**src/rtl/dtw_pkg.sv**
```systemverilog
package dtw_pkg;

    localparam int NUM_TIMERS = 2;
    localparam int DATA_W     = 32;
    localparam int ADDR_W     = 12;
    localparam int WORD_IDX_W = 3;
    localparam int BANK_LSB   = 5;
    localparam int ID_COUNT   = 8;

    // bank word indices, bits [4:2] of the offset
    localparam logic [WORD_IDX_W-1:0] IDX_LOAD   = 3'd0;
    localparam logic [WORD_IDX_W-1:0] IDX_VALUE  = 3'd1;
    localparam logic [WORD_IDX_W-1:0] IDX_CTRL   = 3'd2;
    localparam logic [WORD_IDX_W-1:0] IDX_CLEAR  = 3'd3;
    localparam logic [WORD_IDX_W-1:0] IDX_RAW    = 3'd4;
    localparam logic [WORD_IDX_W-1:0] IDX_MASKED = 3'd5;
    localparam logic [WORD_IDX_W-1:0] IDX_BGLOAD = 3'd6;

    typedef enum logic [1:0] {
        SEL_NONE = 2'd0,
        SEL_BANK = 2'd1,
        SEL_ID   = 2'd2
    } win_sel_e;

    typedef struct packed {
        logic       run;
        logic       periodic;
        logic       irq_en;
        logic [1:0] presc;
        logic       wide;
        logic       oneshot;
    } tmr_ctrl_t;

    localparam tmr_ctrl_t CTRL_RESET = '{run: 1'b0, periodic: 1'b0, irq_en: 1'b1,
                                         presc: 2'b00, wide: 1'b0, oneshot: 1'b0};

    function automatic tmr_ctrl_t ctrl_unpack(input logic [7:0] w);
        tmr_ctrl_t c;
        c.run      = w[7];
        c.periodic = w[6];
        c.irq_en   = w[5];
        c.presc    = w[3:2];
        c.wide     = w[1];
        c.oneshot  = w[0];
        return c;
    endfunction

    function automatic logic [7:0] ctrl_pack(input tmr_ctrl_t c);
        return {c.run, c.periodic, c.irq_en, 1'b0, c.presc, c.wide, c.oneshot};
    endfunction

    function automatic logic [7:0] id_value(input logic [2:0] i);
        logic [7:0] b;
        case (i)
            3'd0:    b = 8'h04;
            3'd1:    b = 8'h18;
            3'd2:    b = 8'h14;
            3'd3:    b = 8'h00;
            3'd4:    b = 8'h0D;
            3'd5:    b = 8'hF0;
            3'd6:    b = 8'h05;
            default: b = 8'hB1;
        endcase
        return b;
    endfunction

endpackage

```
**src/rtl/dtw_addr_decode.sv**
```systemverilog
module dtw_addr_decode
    import dtw_pkg::*;
#(
    parameter int AW     = ADDR_W,
    parameter int NBANKS = NUM_TIMERS
) (
    input  logic [AW-1:0]         addr,
    output win_sel_e              sel,
    output logic [$clog2(NBANKS > 1 ? NBANKS : 2)-1:0] bank_idx,
    output logic [WORD_IDX_W-1:0] word_idx
);
    localparam int BANK_W = AW - BANK_LSB;
    localparam int BIDX_W = $clog2(NBANKS > 1 ? NBANKS : 2);

    logic [BANK_W-1:0] bank_field;

    assign bank_field = addr[AW-1:BANK_LSB];
    assign word_idx   = addr[BANK_LSB-1:2];
    assign bank_idx   = bank_field[BIDX_W-1:0];

    always_comb begin
        if (32'(bank_field) < 32'(NBANKS)) begin
            sel = SEL_BANK;
        end else if (&bank_field) begin
            sel = SEL_ID;
        end else begin
            sel = SEL_NONE;
        end
    end

    logic unused_low_bits;
    assign unused_low_bits = ^addr[1:0];

endmodule

```
**src/rtl/dtw_id_rom.sv**
```systemverilog
module dtw_id_rom
    import dtw_pkg::*;
(
    input  logic [2:0] idx,
    output logic [7:0] id_byte
);
    assign id_byte = id_value(idx);
endmodule

```
**src/rtl/dtw_timer_core.sv**
```systemverilog
module dtw_timer_core
    import dtw_pkg::*;
#(
    parameter int W        = DATA_W,
    parameter int HALF_W   = 16,
    parameter int DIV_A_LG = 4,
    parameter int DIV_B_LG = 8
) (
    input  logic                  clk,
    input  logic                  rst_n,
    input  logic                  tick,
    input  logic                  wr_en,
    input  logic [WORD_IDX_W-1:0] idx,
    input  logic [W-1:0]          wdata,
    output logic [W-1:0]          rd_data,
    output logic                  irq
);
    localparam int PRE_W = DIV_B_LG;
    localparam logic [PRE_W-1:0] PRE_A = PRE_W'((1 << DIV_A_LG) - 1);
    localparam logic [PRE_W-1:0] PRE_B = PRE_W'((1 << DIV_B_LG) - 1);
    localparam logic [W-1:0] HALF_MASK = {{(W-HALF_W){1'b0}}, {HALF_W{1'b1}}};

    typedef struct packed {
        tmr_ctrl_t        ctrl;
        logic [W-1:0]     limit;
        logic [W-1:0]     cnt;
        logic             raw;
        logic [PRE_W-1:0] pre;
    } core_state_t;

    core_state_t      s_d, s_q;
    logic [W-1:0]     width_mask;
    logic [PRE_W-1:0] pre_max;
    logic             pre_hit;
    logic             ptick;
    logic             expire;

    always_comb begin
        s_d        = s_q;
        width_mask = s_q.ctrl.wide ? '1 : HALF_MASK;
        case (s_q.ctrl.presc)
            2'b01:   pre_max = PRE_A;
            2'b10:   pre_max = PRE_B;
            default: pre_max = '0;
        endcase
        pre_hit = (s_q.pre == pre_max);
        ptick   = s_q.ctrl.run && tick && pre_hit;
        expire  = ptick && (s_q.cnt == '0);

        if (s_q.ctrl.run && tick) begin
            s_d.pre = pre_hit ? '0 : s_q.pre + 1'b1;
        end

        if (ptick) begin
            if (expire) begin
                s_d.raw = 1'b1;
                if (s_q.ctrl.oneshot) begin
                    s_d.ctrl.run = 1'b0;
                end else if (s_q.ctrl.periodic) begin
                    s_d.cnt = s_q.limit & width_mask;
                end else begin
                    s_d.cnt = width_mask;
                end
            end else begin
                s_d.cnt = s_q.cnt - 1'b1;
            end
        end

        if (wr_en) begin
            case (idx)
                IDX_LOAD: begin
                    s_d.limit = wdata;
                    s_d.cnt   = wdata & width_mask;
                end
                IDX_CTRL: begin
                    s_d.ctrl = ctrl_unpack(wdata[7:0]);
                    s_d.pre  = '0;
                    s_d.cnt  = s_d.cnt & (wdata[1] ? '1 : HALF_MASK);
                end
                IDX_CLEAR:  s_d.raw   = expire;
                IDX_BGLOAD: s_d.limit = wdata;
                default: ;
            endcase
        end
    end

    always_ff @(posedge clk or negedge rst_n) begin
        if (!rst_n) begin
            s_q.ctrl  <= CTRL_RESET;
            s_q.limit <= '0;
            s_q.cnt   <= '0;
            s_q.raw   <= 1'b0;
            s_q.pre   <= '0;
        end else begin
            s_q <= s_d;
        end
    end

    always_comb begin
        case (idx)
            IDX_LOAD, IDX_BGLOAD: rd_data = s_q.limit;
            IDX_VALUE:            rd_data = s_q.cnt;
            IDX_CTRL:             rd_data = W'(ctrl_pack(s_q.ctrl));
            IDX_RAW:              rd_data = W'(s_q.raw);
            IDX_MASKED:           rd_data = W'(s_q.raw & s_q.ctrl.irq_en);
            default:              rd_data = '0;
        endcase
    end

    assign irq = s_q.raw & s_q.ctrl.irq_en;


    oneshot_halt_chk: assert property (@(posedge clk) disable iff (!rst_n)
        (expire && s_q.ctrl.oneshot && !wr_en) |=> (!s_q.ctrl.run && s_q.cnt == '0));


    count_hold_chk: assert property (@(posedge clk) disable iff (!rst_n)
        (!wr_en && !(tick && s_q.ctrl.run)) |=> $stable(s_q.cnt));


    narrow_range_chk: assert property (@(posedge clk) disable iff (!rst_n)
        !s_q.ctrl.wide |-> ((s_q.cnt & ~HALF_MASK) == '0));


    raw_source_chk: assert property (@(posedge clk) disable iff (!rst_n)
        $rose(s_q.raw) |-> $past(expire));

endmodule

```
**src/rtl/dual_timer_window.sv**
```systemverilog
module dual_timer_window
    import dtw_pkg::*;
(
    input  logic              clk,
    input  logic              rst_n,
    input  logic              req_valid,
    input  logic              req_write,
    input  logic [ADDR_W-1:0] req_addr,
    input  logic [DATA_W-1:0] req_wdata,
    output logic [DATA_W-1:0] rsp_rdata,
    input  logic              tick_t0,
    input  logic              tick_t1,
    output logic              irq_t0,
    output logic              irq_t1,
    output logic              irq_any
);
    localparam int BIDX_W = $clog2(NUM_TIMERS > 1 ? NUM_TIMERS : 2);

    typedef struct packed {
        logic [DATA_W-1:0] rdata;
    } top_state_t;

    top_state_t                top_d, top_q;
    win_sel_e                  sel;
    logic [BIDX_W-1:0]         bank_idx;
    logic [WORD_IDX_W-1:0]     word_idx;
    logic [7:0]                id_byte;
    logic [NUM_TIMERS-1:0]     tick_vec;
    logic [NUM_TIMERS-1:0]     irq_vec;
    logic [DATA_W-1:0]         core_rd [NUM_TIMERS];
    logic                      rd_req;

    assign tick_vec = {tick_t1, tick_t0};
    assign rd_req   = req_valid && !req_write;

    dtw_addr_decode #(.AW(ADDR_W), .NBANKS(NUM_TIMERS)) decode_i (
        .addr     (req_addr),
        .sel      (sel),
        .bank_idx (bank_idx),
        .word_idx (word_idx)
    );

    dtw_id_rom id_rom_i (
        .idx     (word_idx),
        .id_byte (id_byte)
    );

    for (genvar g = 0; g < NUM_TIMERS; g++) begin : g_timer
        logic bank_wr;
        assign bank_wr = req_valid && req_write && (sel == SEL_BANK)
                         && (32'(bank_idx) == g);
        dtw_timer_core #(.W(DATA_W)) core_i (
            .clk     (clk),
            .rst_n   (rst_n),
            .tick    (tick_vec[g]),
            .wr_en   (bank_wr),
            .idx     (word_idx),
            .wdata   (req_wdata),
            .rd_data (core_rd[g]),
            .irq     (irq_vec[g])
        );
    end

    always_comb begin
        top_d = top_q;
        if (rd_req) begin
            case (sel)
                SEL_BANK: top_d.rdata = core_rd[bank_idx];
                SEL_ID:   top_d.rdata = DATA_W'(id_byte);
                default:  top_d.rdata = '0;
            endcase
        end
    end

    always_ff @(posedge clk or negedge rst_n) begin
        if (!rst_n) begin
            top_q.rdata <= '0;
        end else begin
            top_q <= top_d;
        end
    end

    assign rsp_rdata = top_q.rdata;
    assign irq_t0    = irq_vec[0];
    assign irq_t1    = irq_vec[1];
    assign irq_any   = |irq_vec;


    unmapped_zero_chk: assert property (@(posedge clk) disable iff (!rst_n)
        (rd_req && sel == SEL_NONE) |=> (rsp_rdata == '0));


    id_upper_zero_chk: assert property (@(posedge clk) disable iff (!rst_n)
        (rd_req && sel == SEL_ID) |=> (rsp_rdata[DATA_W-1:8] == '0));


    rdata_hold_chk: assert property (@(posedge clk) disable iff (!rst_n)
        !rd_req |=> $stable(rsp_rdata));


    combine_rise_chk: assert property (@(posedge clk) disable iff (!rst_n)
        $rose(irq_any) |-> ($rose(irq_t0) || $rose(irq_t1)));

endmodule

```
**config.mk**
```make
export PLATFORM = sky130hd
export DESIGN_NAME = dual_timer_window
export DESIGN_NICKNAME = d
export VERILOG_FILES = /design/src/rtl/dtw_pkg.sv /design/src/rtl/dtw_addr_decode.sv /design/src/rtl/dtw_id_rom.sv /design/src/rtl/dtw_timer_core.sv /design/src/rtl/dual_timer_window.sv
export SDC_FILE = /design/constraint.sdc
export NUM_CORES = 1
export LEC_CHECK = 0
export ABC_AREA = 0
export ABC_CLOCK_PERIOD_IN_PS = 2400
export BUFFER_PORTS_ARGS = -buffer_cell sky130_fd_sc_hd__buf_2
export CORE_ASPECT_RATIO = 1.2
export CORE_MARGIN = 2
export CORE_UTILIZATION = 55
export CTS_CLUSTER_SIZE = 16
export DETAILED_ROUTE_END_ITERATION = 16
export GPL_TIMING_DRIVEN = 1
export PLACE_DENSITY = 0.77
export SLEW_MARGIN = 40
export SYNTH_ARGS = -nofsm -noshare
export SYNTH_HDL_FRONTEND = slang
export SYNTH_HIERARCHICAL = 1
export SYNTH_SLANG_ARGS = --single-unit
export TNS_END_PERCENT = 1
```
**constraint.sdc**
```tcl
create_clock -name clk -period 2.4 [get_ports clk]
set_input_delay 0.24 -clock clk [delete_from_list [all_inputs] [get_ports clk]]
set_output_delay 0.24 -clock clk [all_outputs]
set_load 0.05 [all_outputs]
```
[Word-level counts from Yosys, hierarchy flattened]
Index checks and enable logic that the tools add are counted.
Word-level totals
  flip-flop bits (word level): 192
  bits of input ports: 50
  output and inout port bits: 35
  logic and storage cells: 121
Operators by class
  add/sub/neg operators: 4
  magnitude comparators: 2
  equality and inequality tests: 14
  multiplexer cells: 46
  bitwise gates (word level): 12
  reductions and logical operators: 22
Operators with widths (number)
  2-to-1 mux 32 bit: 14
  case mux 32 bit (5 select lines): 2
  AND 32 bit: 6
  case mux 32 bit (2 select lines): 3
  2-to-1 mux 80 bit: 2
  2-to-1 mux 33 bit: 2
  logical NOT 32 bit: 2
  subtractor 32 x 1 -> 32 bit (second input constant): 2
  case mux 8 bit (7 select lines): 1
  2-to-1 mux 8 bit: 6
  case mux 8 bit (2 select lines): 2
  adder 8 x 1 -> 8 bit (second input constant): 2
  == test 8 bit: 2
  2-to-1 mux 7 bit: 2
  logical AND 1 bit: 11
  2-to-1 mux 1 bit: 10
  == test 3 bit (second input constant): 3
  AND reduction 2 bit: 4
  less-than comparator 7 x 2 -> 1 bit (second input constant): 1
  AND reduction 7 bit: 1
  == test 2 x 1 -> 1 bit (second input constant): 3
  == test 2 bit (second input constant): 3
  == test 3 x 2 -> 1 bit (second input constant): 2
  AND 1 bit: 4
  other kinds (8): 10

[Depth between registers and ports, before layout]
Gate-level depths: netlist (run 1).
  word-level depth: 10
  gate-level depth with buffers: 14
  gate-level depth less buffers: 11

[Modules after synthesis]
Netlist (run 1), hierarchy kept.
Modules (own cells, without submodules)
  dtw_timer_core at g_timer[1].core_i: instances 1, cells each 578, area an instance 5087.4 um^2, sequential area each 2003.2 um^2
  dtw_timer_core at g_timer[0].core_i: instances 1, cells each 525, area an instance 4884.7 um^2, sequential area each 2003.2 um^2
  dual_timer_window: instances 1, cells each 162, area an instance 1651.6 um^2, sequential area each 800.8 um^2
  dtw_id_rom: instances 1, cells each 11, area an instance 70.1 um^2, sequential area each 0.0 um^2
  dtw_addr_decode: instances 1, cells each 9, area an instance 62.6 um^2, sequential area each 0.0 um^2

[Worst setup path after synthesis (run 1)]
Ideal clock, no wire load.
  kind: input-to-reg
  start: input req_addr[8]
  end: register g_timer[1].core_i/s_q[28] in the netlist's numbering
  library setup time: 104 ps
  arrival time: 2868 ps
  required time: 2296 ps
  path slack: -572 ps
  cell stages on the path: 13
  buffers on the path: 3
  cell sequence: or4_1 > nor3_2 > ha_1 > buf_1 > nand3_1 > nor2_1 > nand2_1 > nor2_1 > and2_1 > clkbuf_1 > clkbuf_1 > nand2_1 > o311ai_1
RTL lines
  start: declaration: line dual_timer_window.sv:8  | input logic [ADDR_W-1:0] req_addr,
  end: declaration: line dtw_timer_core.sv:31  | core_state_t s_d, s_q;

==> results of run 1 <==
## worst register-to-register path, delay by kind of cell, from the launching register on
kind            cells  cell delay, ns
flops               1            0.42
simple gates        3            1.12
compound gates      3            0.51
fa+ha+maj           1            0.28
## Yosys cell counts, drive strengths merged (3+ instances only)
master	instances	area share
a211oi	5	0.0032
a21o	4	0.0026
a21oi	44	0.019
a221oi	6	0.0045
a22o	51	0.038
a22oi	27	0.017
a31oi	11	0.0059
a32oi	7	0.0052
and2	14	0.0074
and3	13	0.0069
and4	3	0.0022
buf	41	0.023
clkbuf	55	0.018
dfrtp	190	0.40
ha	9	0.0096
inv	16	0.0051
mux2	82	0.079
mux2i	38	0.032
nand2	161	0.052
nand2b	6	0.0038
nand3	31	0.014
nand4	19	0.011
nor2	87	0.028
nor2b	11	0.0059
nor3	45	0.023
nor4	26	0.019
nor4b	3	0.0028
o211ai	6	0.0038
o21a	3	0.0020
o21ai	133	0.057
o221ai	10	0.0074
o22ai	18	0.0096
o311a	6	0.0051
o311ai	4	0.0030
o31ai	8	0.0051
or2	5	0.0027
or3	17	0.0095
or4	10	0.0067
xnor2	15	0.011
xor2	14	0.010
## timing repair
action | 4_1_cts | 5_1_grt
buffers inserted | 1 | 3
endpoints found under the hold margin | 63 | 0
resized for setup | 12 | 45
setup endpoints to repair | 13 | 59
pin swaps | 2 | 6
hold buffers | 1 | 0
## kinds of logic after synthesis
logic type,share of synthesized area
other,0.000319
flip-flops,0.409
XOR/XNOR,0.0216
AND/OR/NAND/NOR,0.198
AO/OA/AOI/OAI,0.205
adder cells (fa/ha/maj),0.00958
buffers and inverters,0.0460
multiplexers,0.111
## report_power, final
group / switching [mW] / total, mW / internal (mW) / leakage [nW]
logic: 0.352 / 0.533 / 0.181 / 3.38
clock network: 1.32 / 3.00 / 1.68 / 0.292
registers: 0.0318 / 3.29 / 3.26 / 2.63
## worst min path at each step
stage             startpoint                         to  slack, ns
3_5_place_dp           rst_n   g_timer[0].core_i/s_q[6]       0.29
2_1_floorplan          rst_n   g_timer[0].core_i/s_q[0]      -0.06
4_1_cts         req_wdata[5]  g_timer[1].core_i/s_q[77]       0.08
3_3_place_gp           rst_n   g_timer[0].core_i/s_q[5]       0.29
5_1_grt        req_wdata[16]  g_timer[1].core_i/s_q[25]        0.1
6_report       req_wdata[16]  g_timer[1].core_i/s_q[25]        0.1
## cell usage in the layout (no fill, tap or decap), types with 10 or more instances in the layout
master	instances
mux2_2	82
nand3_1	28
xnor2_1	15
buf_2	81
buf_4	116
nand4_1	17
nor2_1	82
dfrtp_1	190
nor4_1	13
nor3_1	35
clkbuf_16	17
and3_1	12
a22o_1	51
a22oi_1	27
nand2_1	157
a21oi_1	41
buf_12	11
o221ai_1	10
o21ai_0	96
xor2_1	14
inv_1	14
or3_1	16
and2_1	14
o21ai_1	36
mux2i_1	37
a31oi_1	11
o22ai_1	17
## flip-flops by register name, indices dropped and copies added, names as in the netlist
register	flops
g_timer.core_i/s_q	160
rsp_rdata	32
## final cells by class
class	count	area, sq um
multi-input combinational	979	6680
tap	270	338
timing repair buffer	218	1610
clock buffer	20	447
sequential	192	4810
clock inverter	11	151
fill	1613	6870
inverter	18	67.6
## metal layers
metal	wire length, um	share of wire	GRT usage
met1	14800	0.38	0.459
met2	17500	0.45	0.536
met3	3370	0.088	0.0537
met4	2900	0.075	0.225
met5	0	0	0
==> flow_summary.yaml, run 1 <==
run_status:
  status: "finished with violations"
  violations: "setup timing"
setup_path:
  critPathTopFamily: "simple AND/OR/NAND/NOR gates"
  ff2ff_path_depth: 7
  start_kind: "register"
  cp.required_ns: 2.76
  endpoint_kind: "register"
  r2r_end: "g_timer[1].core_i/s_q[39]"
  rrSetupSlack_ns: -0.002
  cp.depth: 7
  crit_type: "reg -> reg"
  startpoint: "g_timer[1].core_i/s_q[76]"
  endpoint: "g_timer[1].core_i/s_q[39]"
  critPathMaxFanout: 5
  cp_data_arrival_time_ns: 2.76
  cp_slowest_stage_delay_ns: 0.55
  cpMaxStageDelayCell: "or4_4"
  reg2reg_from: "g_timer[1].core_i/s_q[76]"
  crit_chain: "ha_4 -> or4b_4 -> o22ai_4 -> o21a_4 -> nand2_2 -> or4_4 -> o211ai_1"
  cp_num_buf_inv: 0
timing:
  layout_setup_ws_ns: -0.00208
  fin_setup_tns_ns: -0.00208
  layout_min_cycle_time_ns: 2.40
  finalHoldWorstSlack_ns: 0.0960
  max_slew_margin: 0.571
  fmax_mhz: 416
  slew_viol_final: 0
  period_share: 1.00
  hold_viol: 0
  rsz0062_at_grt: "yes"
  tightest_slew_ns: 0.644
  setup-violations-final: 1
  clock_skew_ns: 0.0106
clock_network:
  clkTransAtPathRegs_ns: 0.08
  cts_buffers: 17
  cts_tree: "yes"
  h-tree-depth: 4
  clock-sinks: 192
  ctsLongestPathBuffers: 2
  cts-root-buf: "clkbuf_16"
  worstSkewPairLatency_ns: 0.44
finish:
  nets: 1485
  area_growth_syn_to_layout_pct: 19.9
  layout.cells.non_filler: 1708
  fin_area_sq_um: 14100
  utilization: 0.672
  antennaDiodeCount: 0
  drive_gt1_frac: 0.280
power_and_ir_drop:
  power_mw: 6.83
  p_leak_nw: 6.31
  peakVddDrop_v: 0.000517
  p_per_area_nw_per_um2: 484
detailed_routing:
  vias_per_cell: 6.71
  drc: 0
  routedWlPerCell_um: 22.5
  wl_um: 38500
  drt_pass1_iterations: 6
  drt_iter0_markers: 1291
  postRouteAntennaNets: 0
  dr_total_vias: 11500
run:
  cap_violations: 0
global_route:
  grt_pass1_wl_um: 60200
  grt_pass1_vias: 11000
  antenna_found_initial: 0
  grt_usage: 0.349
  grt_max_degree: 69
  globalRoute.totalOverflow: 0
placement:
  place_congestion: 0.967
  detailed_place_hpwl_um: 27400
  pre_cts_ws_ns: -0.232
  place_inst: 1672
  dpl_cell_area_sq_um: 13200
  port_buffers: 82
floorplanning:
  num_rows: 58
  die_h_um: 164
  die_w_um: 137
  initial_core_util: 0.561
  die_area_sq_um: 22600
  num_io_pins: 85
  core_area_sq_um: 21000
synth:
  ys_warn_count: 6
  syn-mean-instance-area_sq_um: 9.15
  synth_nets: 1344
  netlist_area_sq_um: 11800
  yosysSeqAreaShare: 0.409
  synth_edf_count: 0
  synth-main-ff-cell: "dfrtp_1"
  async_reset_ff_frac: 1.00
  synth-seq-cells: 192
  synthDistinctLibCells: 81
  postSynthCellCount: 1285
min_path:
  hold_class: "in -> reg"
  whs_path_depth: 3
No activity file was read; power rests on OpenSTA's default activity.
==> run 2, diff against run 1 <==
--- a/config.mk
+++ b/config.mk
@@ -14,7 +14,7 @@
 export CTS_CLUSTER_SIZE = 16
 export DETAILED_ROUTE_END_ITERATION = 16
 export GPL_TIMING_DRIVEN = 1
-export PLACE_DENSITY = 0.77
+export PLACE_DENSITY = 0.73
 export SLEW_MARGIN = 40
 export SYNTH_ARGS = -nofsm -noshare
 export SYNTH_HDL_FRONTEND = slang
==> flow_summary.yaml, run 2 (synthesis gave the netlist of run 1 again) <==
timing:
  period_share: 1.00
  rsz0062_at_grt: "yes"
  hold_viol: 0
  layout_setup_ws_ns: -0.00577
  max_slew_margin: 0.579
  clock_skew_ns: 0.00907
  setup-violations-final: 1
  fmax_mhz: 416
  layout_min_cycle_time_ns: 2.41
  tightest_slew_ns: 0.631
  slew_viol_final: 0
  fin_setup_tns_ns: -0.00577
finish:
  final_cell_mix: "190 x dfrtp_1, 157 x nand2_1, 110 x buf_4, 93 x o21ai_0, 82 x mux2_2"
  utilization: 0.666
  nets: 1473
  antennaDiodeCount: 0
  registers.top_by_ff_count: "g_timer.core_i/s_q"
  drive_gt1_frac: 0.273
  layout.cells.non_filler: 1696
  layout_commonest_cell: "dfrtp_1"
  area_growth_syn_to_layout_pct: 18.8
  largest_register_ffs: 160
setup_path:
  cp_data_arrival_time_ns: 2.72
  endpoint_kind: "register"
  start_kind: "register"
  critPathMaxFanout: 3
  crit_type: "reg -> reg"
  cp.required_ns: 2.72
detailed_routing:
  drt_pass1_iterations: 6
  postRouteAntennaNets: 0
  wl_um: 38300
  drc: 0
  vias_per_cell: 6.63
  routedWlPerCell_um: 22.6
  dr_total_vias: 11200
  drt_iter0_markers: 1248
floorplanning:
  core_area_sq_um: 21000
  die_h_um: 164
  num_rows: 58
  num_io_pins: 85
  die_w_um: 137
  die_area_sq_um: 22600
  initial_core_util: 0.561
min_path:
  hold_class: "in -> reg"
power_and_ir_drop:
  pwr-share-clk: 0.440
  power_mw: 6.82
  p_per_area_nw_per_um2: 488
  p_seq_frac: 0.483
  power.switching_mw: 1.68
  p_leak_nw: 6.24
  combPwrFrac: 0.076
  peakVddDrop_v: 0.000546
  p_int_mw: 5.13
  swShare: 0.247
clock_network:
  clock-sinks: 192
  ctsLongestPathBuffers: 2
  cts_buffers: 17
  cts_tree: "yes"
  clkTransAtPathRegs_ns: 0.07
  h-tree-depth: 4
  cts-root-buf: "clkbuf_16"
  worstSkewPairLatency_ns: 0.44
global_route:
  grt_pass1_vias: 10900
  grt_pass1_wl_um: 59700
  grt_max_degree: 66
  globalRoute.totalOverflow: 0
  antenna_found_initial: 0
  grt_usage: 0.347
placement:
  detailed_place_hpwl_um: 27400
  place_congestion: 0.963
  place_inst: 1664
  port_buffers: 82
run:
  cap_violations: 0
run_status:
  status: "finished with violations"
  violations: "setup timing"
## run 2: cell count changes in the layout (fill, tap and decap cells not counted), moves of 3 or more
cell	change
nor2_2	+3
o21ai_1	+3
nor4_1	+4
nor4_2	-3
o21ai_0	-3
buf_6	-7
buf_4	-6
nor2_1	-3
## run 2: area by class of cell
class	count	area (sq um)
Fill cell	1699	7000
Multi-Input combinational cell	979	6640
Sequential cell	192	4810
Timing Repair Buffer	206	1510
Clock buffer	19	453
Tap cell	270	338
Clock inverter	12	159
Inverter	18	67.6
## run 2: stage by stage
step | setup slack [ns] | instance area [sq um] | hold slack (ns)
6_report | -0.00577 | 14000 | 0.0980
5_1_grt | -0.100 | 14000 | 0.102
4_1_cts | -0.000506 | 13800 | 0.0854
3_5_place_dp | -0.236 | 13100 | 0.277
3_3_place_gp | -0.137 | 13100 | 0.277
2_1_floorplan | -0.125 | 11800 | -0.0556
## run 2: metal layers
layer | global-route usage | up-vias | share of wire
met1 | 0.452 | 5454 | 0.39
met3 | 0.0537 | 115 | 0.082
met5 | 0 | - | 0
met4 | 0.178 | 0 | 0.056
met2 | 0.558 | 661 | 0.47
li1 | - | 5017 | -
## run 2: final timing paths
| path | to | from | slack [ns] | depth (start not counted) |
|---|---|---|---|---|
| hold / removal | g_timer[1].core_i/s_q[19] | req_wdata[10] | 0.1 | 3 |
| min in group asynchronous | g_timer[0].core_i/s_q[4] | rst_n | 0.36 | 2 |
| setup / recovery | g_timer[1].core_i/s_q[30] | g_timer[1].core_i/s_q[76] | -0.006 | 7 |
| hold reg to reg | rsp_rdata[3] | rsp_rdata[3] | 0.48 | 2 |
| max in group asynchronous | g_timer[1].core_i/s_q[77] | rst_n | 1.29 | 3 |
| setup reg to reg | g_timer[1].core_i/s_q[30] | g_timer[1].core_i/s_q[76] | -0.006 | 7 |
## run 2: what timing repair did
item,in CTS,in global routing
resized for setup,10,40
setup buffers,0,1
hold buffers,1,0
hold endpoints to repair,60,0
setup endpoints to repair,15,48
pin swaps,2,9
## run 2: power groups by stage
stage	clock, mW	sequential, mW	combinational (mW)
after global placement	0	3.36	0.495
after CTS	3.01	3.29	0.507
after global routing	3.16	3.30	0.554
after detailed placement	0	3.36	0.501
final	3.00	3.30	0.519
after floorplan	0	3.35	0.238
## run 2: worst max-delay path, stage by stage, from the launching register on
cell and delay, ns:
dfrtp_1 0.41, ha_4 0.28, or4b_4 0.48, o22ai_4 0.20, o21ai_4 0.13, or4_1 0.49, a32oi_1 0.20, o21ai_1 0.10
==> run 3, diff against run 2 <==
--- a/config.mk
+++ b/config.mk
@@ -15,9 +15,9 @@
 export DETAILED_ROUTE_END_ITERATION = 16
 export GPL_TIMING_DRIVEN = 1
 export PLACE_DENSITY = 0.73
+export SKIP_CTS_REPAIR_TIMING = 1
 export SLEW_MARGIN = 40
 export SYNTH_ARGS = -nofsm -noshare
 export SYNTH_HDL_FRONTEND = slang
-export SYNTH_HIERARCHICAL = 1
 export SYNTH_SLANG_ARGS = --single-unit
 export TNS_END_PERCENT = 1
==> flow_summary.yaml, run 3 <==
run:
  cap_violations: 0
synth:
  synth_edf_count: 0
  netlist_area_sq_um: 11400
  synth-seq-cells: 192
  synth_compound_area_frac: 0.237
  async_reset_ff_frac: 1.00
  synth_common_cells: "190 x dfrtp_1, 120 x nand2_1, 105 x nor2_1"
  synthMuxAreaShare: 0.0777
  syn-mean-instance-area_sq_um: 9.08
  synthSimpleGateAreaFrac: 0.204
  yosysSeqAreaShare: 0.422
  synthXorXnorAreaFrac: 0.0154
  synthDistinctLibCells: 81
  synth_top_area_frac: 0.417
  synth_most_common_cell: "dfrtp_1"
  synth-main-ff-cell: "dfrtp_1"
  synth_nets: 1312
  postSynthCellCount: 1256
  synth_top_family_by_area: "compound AO/OA/AOI/OAI gates"
  ys_warn_count: 0
  synth_area_leader_cell: "dfrtp_1"
  synthTopCellsByArea: "dfrtp_1 42%, mux2_2 6.7%, o21ai_0 4.3%"
  synth_adder_area_share: 0.00658
run_status:
  violations: "setup timing"
  status: "finished with violations"
setup_path:
  crit_chain: "or4_4 -> or4_4 -> buf_8 -> or3_4 -> nor3_4 -> mux2i_1 -> o21ai_1"
  cp_data_arrival_time_ns: 2.87
  cpMostUsedCell: "or4_4"
  cp_num_buf_inv: 1
  cpMaxStageDelayCell: "or4_4"
  cp.required_ns: 2.71
  critPathMaxFanout: 6
  critPathTopFamily: "simple AND/OR/NAND/NOR gates"
  start_kind: "register"
  crit_type: "reg -> reg"
  endpoint_kind: "register"
  cp_slowest_stage_delay_ns: 0.54
timing:
  slew_viol_final: 0
  layout_setup_ws_ns: -0.155
  setup-violations-final: 32
  rsz0062_at_grt: "yes"
  tightest_slew_ns: 0.789
  period_share: 1.06
  clock_skew_ns: 0.0159
  finalHoldWorstSlack_ns: 0.0670
  max_slew_margin: 0.474
  fmax_mhz: 391
  hold_viol: 0
  layout_min_cycle_time_ns: 2.55
floorplanning:
  die_area_sq_um: 21900
  num_rows: 57
  die_h_um: 162
  core_area_sq_um: 20300
  num_io_pins: 85
  initial_core_util: 0.561
  die_w_um: 135
placement:
  place_congestion: 1.01
  port_buffers: 82
  detailed_place_hpwl_um: 29200
  pre_cts_ws_ns: -0.260
detailed_routing:
  wl_um: 40600
  routedWlPerCell_um: 23.7
  drc: 0
  vias_per_cell: 6.84
  drt_pass1_iterations: 9
  drt_iter0_markers: 1552
  postRouteAntennaNets: 0
  dr_total_vias: 11700
global_route:
  globalRoute.totalOverflow: 0
  grt_pass1_wl_um: 62900
  antenna_found_initial: 1
  grt_usage: 0.371
  grt_max_degree: 58
  grt_pass1_vias: 11000
clock_network:
  cts-root-buf: "clkbuf_16"
  clock-sinks: 192
  h-tree-depth: 4
  cts_buffers: 17
  cts_tree: "yes"
  clkTransAtPathRegs_ns: 0.08
  ctsLongestPathBuffers: 2
  worstSkewPairLatency_ns: 0.45
power_and_ir_drop:
  p_per_area_nw_per_um2: 502
  p_leak_nw: 6.51
  peakVddDrop_v: 0.000513
  power_mw: 7.08
finish:
  final-seq-area_sq_um: 4810
  utilization: 0.694
  antennaDiodeCount: 0
  nets: 1490
  area_growth_syn_to_layout_pct: 23.8
  multi_input_area_sq_um: 6490
  layout_commonest_cell: "dfrtp_1"
  registers.top_by_ff_count: "g_timer.core_i.s_q"
  final_cell_mix: "190 x dfrtp_1, 152 x buf_4, 119 x nand2_1, 97 x nor2_1, 87 x o21ai_0"
  fillerInstances: 1631
  largest_register_ffs: 160
  drive_gt1_frac: 0.289
min_path:
  hold_class: "in -> reg"
run 3: final cells by class:
type | instances | share of cell area
Tap cell | 265 | 0.0235
Sequential cell | 192 | 0.341
Timing Repair Buffer | 251 | 0.130
Clock inverter | 12 | 0.00966
Clock buffer | 19 | 0.0314
Multi-Input combinational cell | 953 | 0.460
Inverter | 19 | 0.00505
run 3: layer usage:
metal	GRT usage	part of all wire	vias up
met4	0.127	0.037	2
met2	0.579	0.47	750
met3	0.0718	0.095	140
met5	0	0.00064	-
met1	0.521	0.40	5687
li1	-	-	5119
run 3: tightest hold or removal path: stages:
cell,delay (ns)
buf_2,0.15
nand2_1,0.07
nand2_1,0.04
run 3: logic make-up (layout without fill, tap and decap cells):
logic type      after synthesis  in the layout
simple gates                452            452
compound gates              395            395
flops                       192            192
buf+inv                     111            301
mux                          80             80
xor+xnor                     20             20
fa+ha+maj                     6              6
run 3: report_power, final:
part / internal (mW) / switching (mW) / total, mW / leakage (nW)
combinational: 0.310 / 0.564 / 0.875 / 3.62
clock: 1.56 / 1.34 / 2.90 / 0.275
sequential: 3.27 / 0.0400 / 3.31 / 2.61
run 3: through the flow:
step                      instance area (sq um)  std cells  TNS (ns)
final                                     14100       1711     -1.61
after global routing                      14100       1711     -6.66
after CTS                                 13700       1707    -10.47
after detailed placement                  13200       1676     -8.68
after global placement                    13200       1676     -6.14
after floorplan                           11500       1256     -2.27
run 3: final timing paths:
check,startpoint,to,slack [ns],depth (start not counted)
setup / recovery,g_timer[1].core_i.s_q[19],g_timer[1].core_i.s_q[31],-0.15,7
hold / removal,req_wdata[5],g_timer[1].core_i.s_q[77],0.07,3
setup reg to reg,g_timer[1].core_i.s_q[19],g_timer[1].core_i.s_q[31],-0.15,7
hold reg to reg,rsp_rdata[2],rsp_rdata[2],0.49,2
max in group asynchronous,rst_n,g_timer[1].core_i.s_q[77],1.35,3
min in group asynchronous,rst_n,g_timer[0].core_i.s_q[44],0.31,2
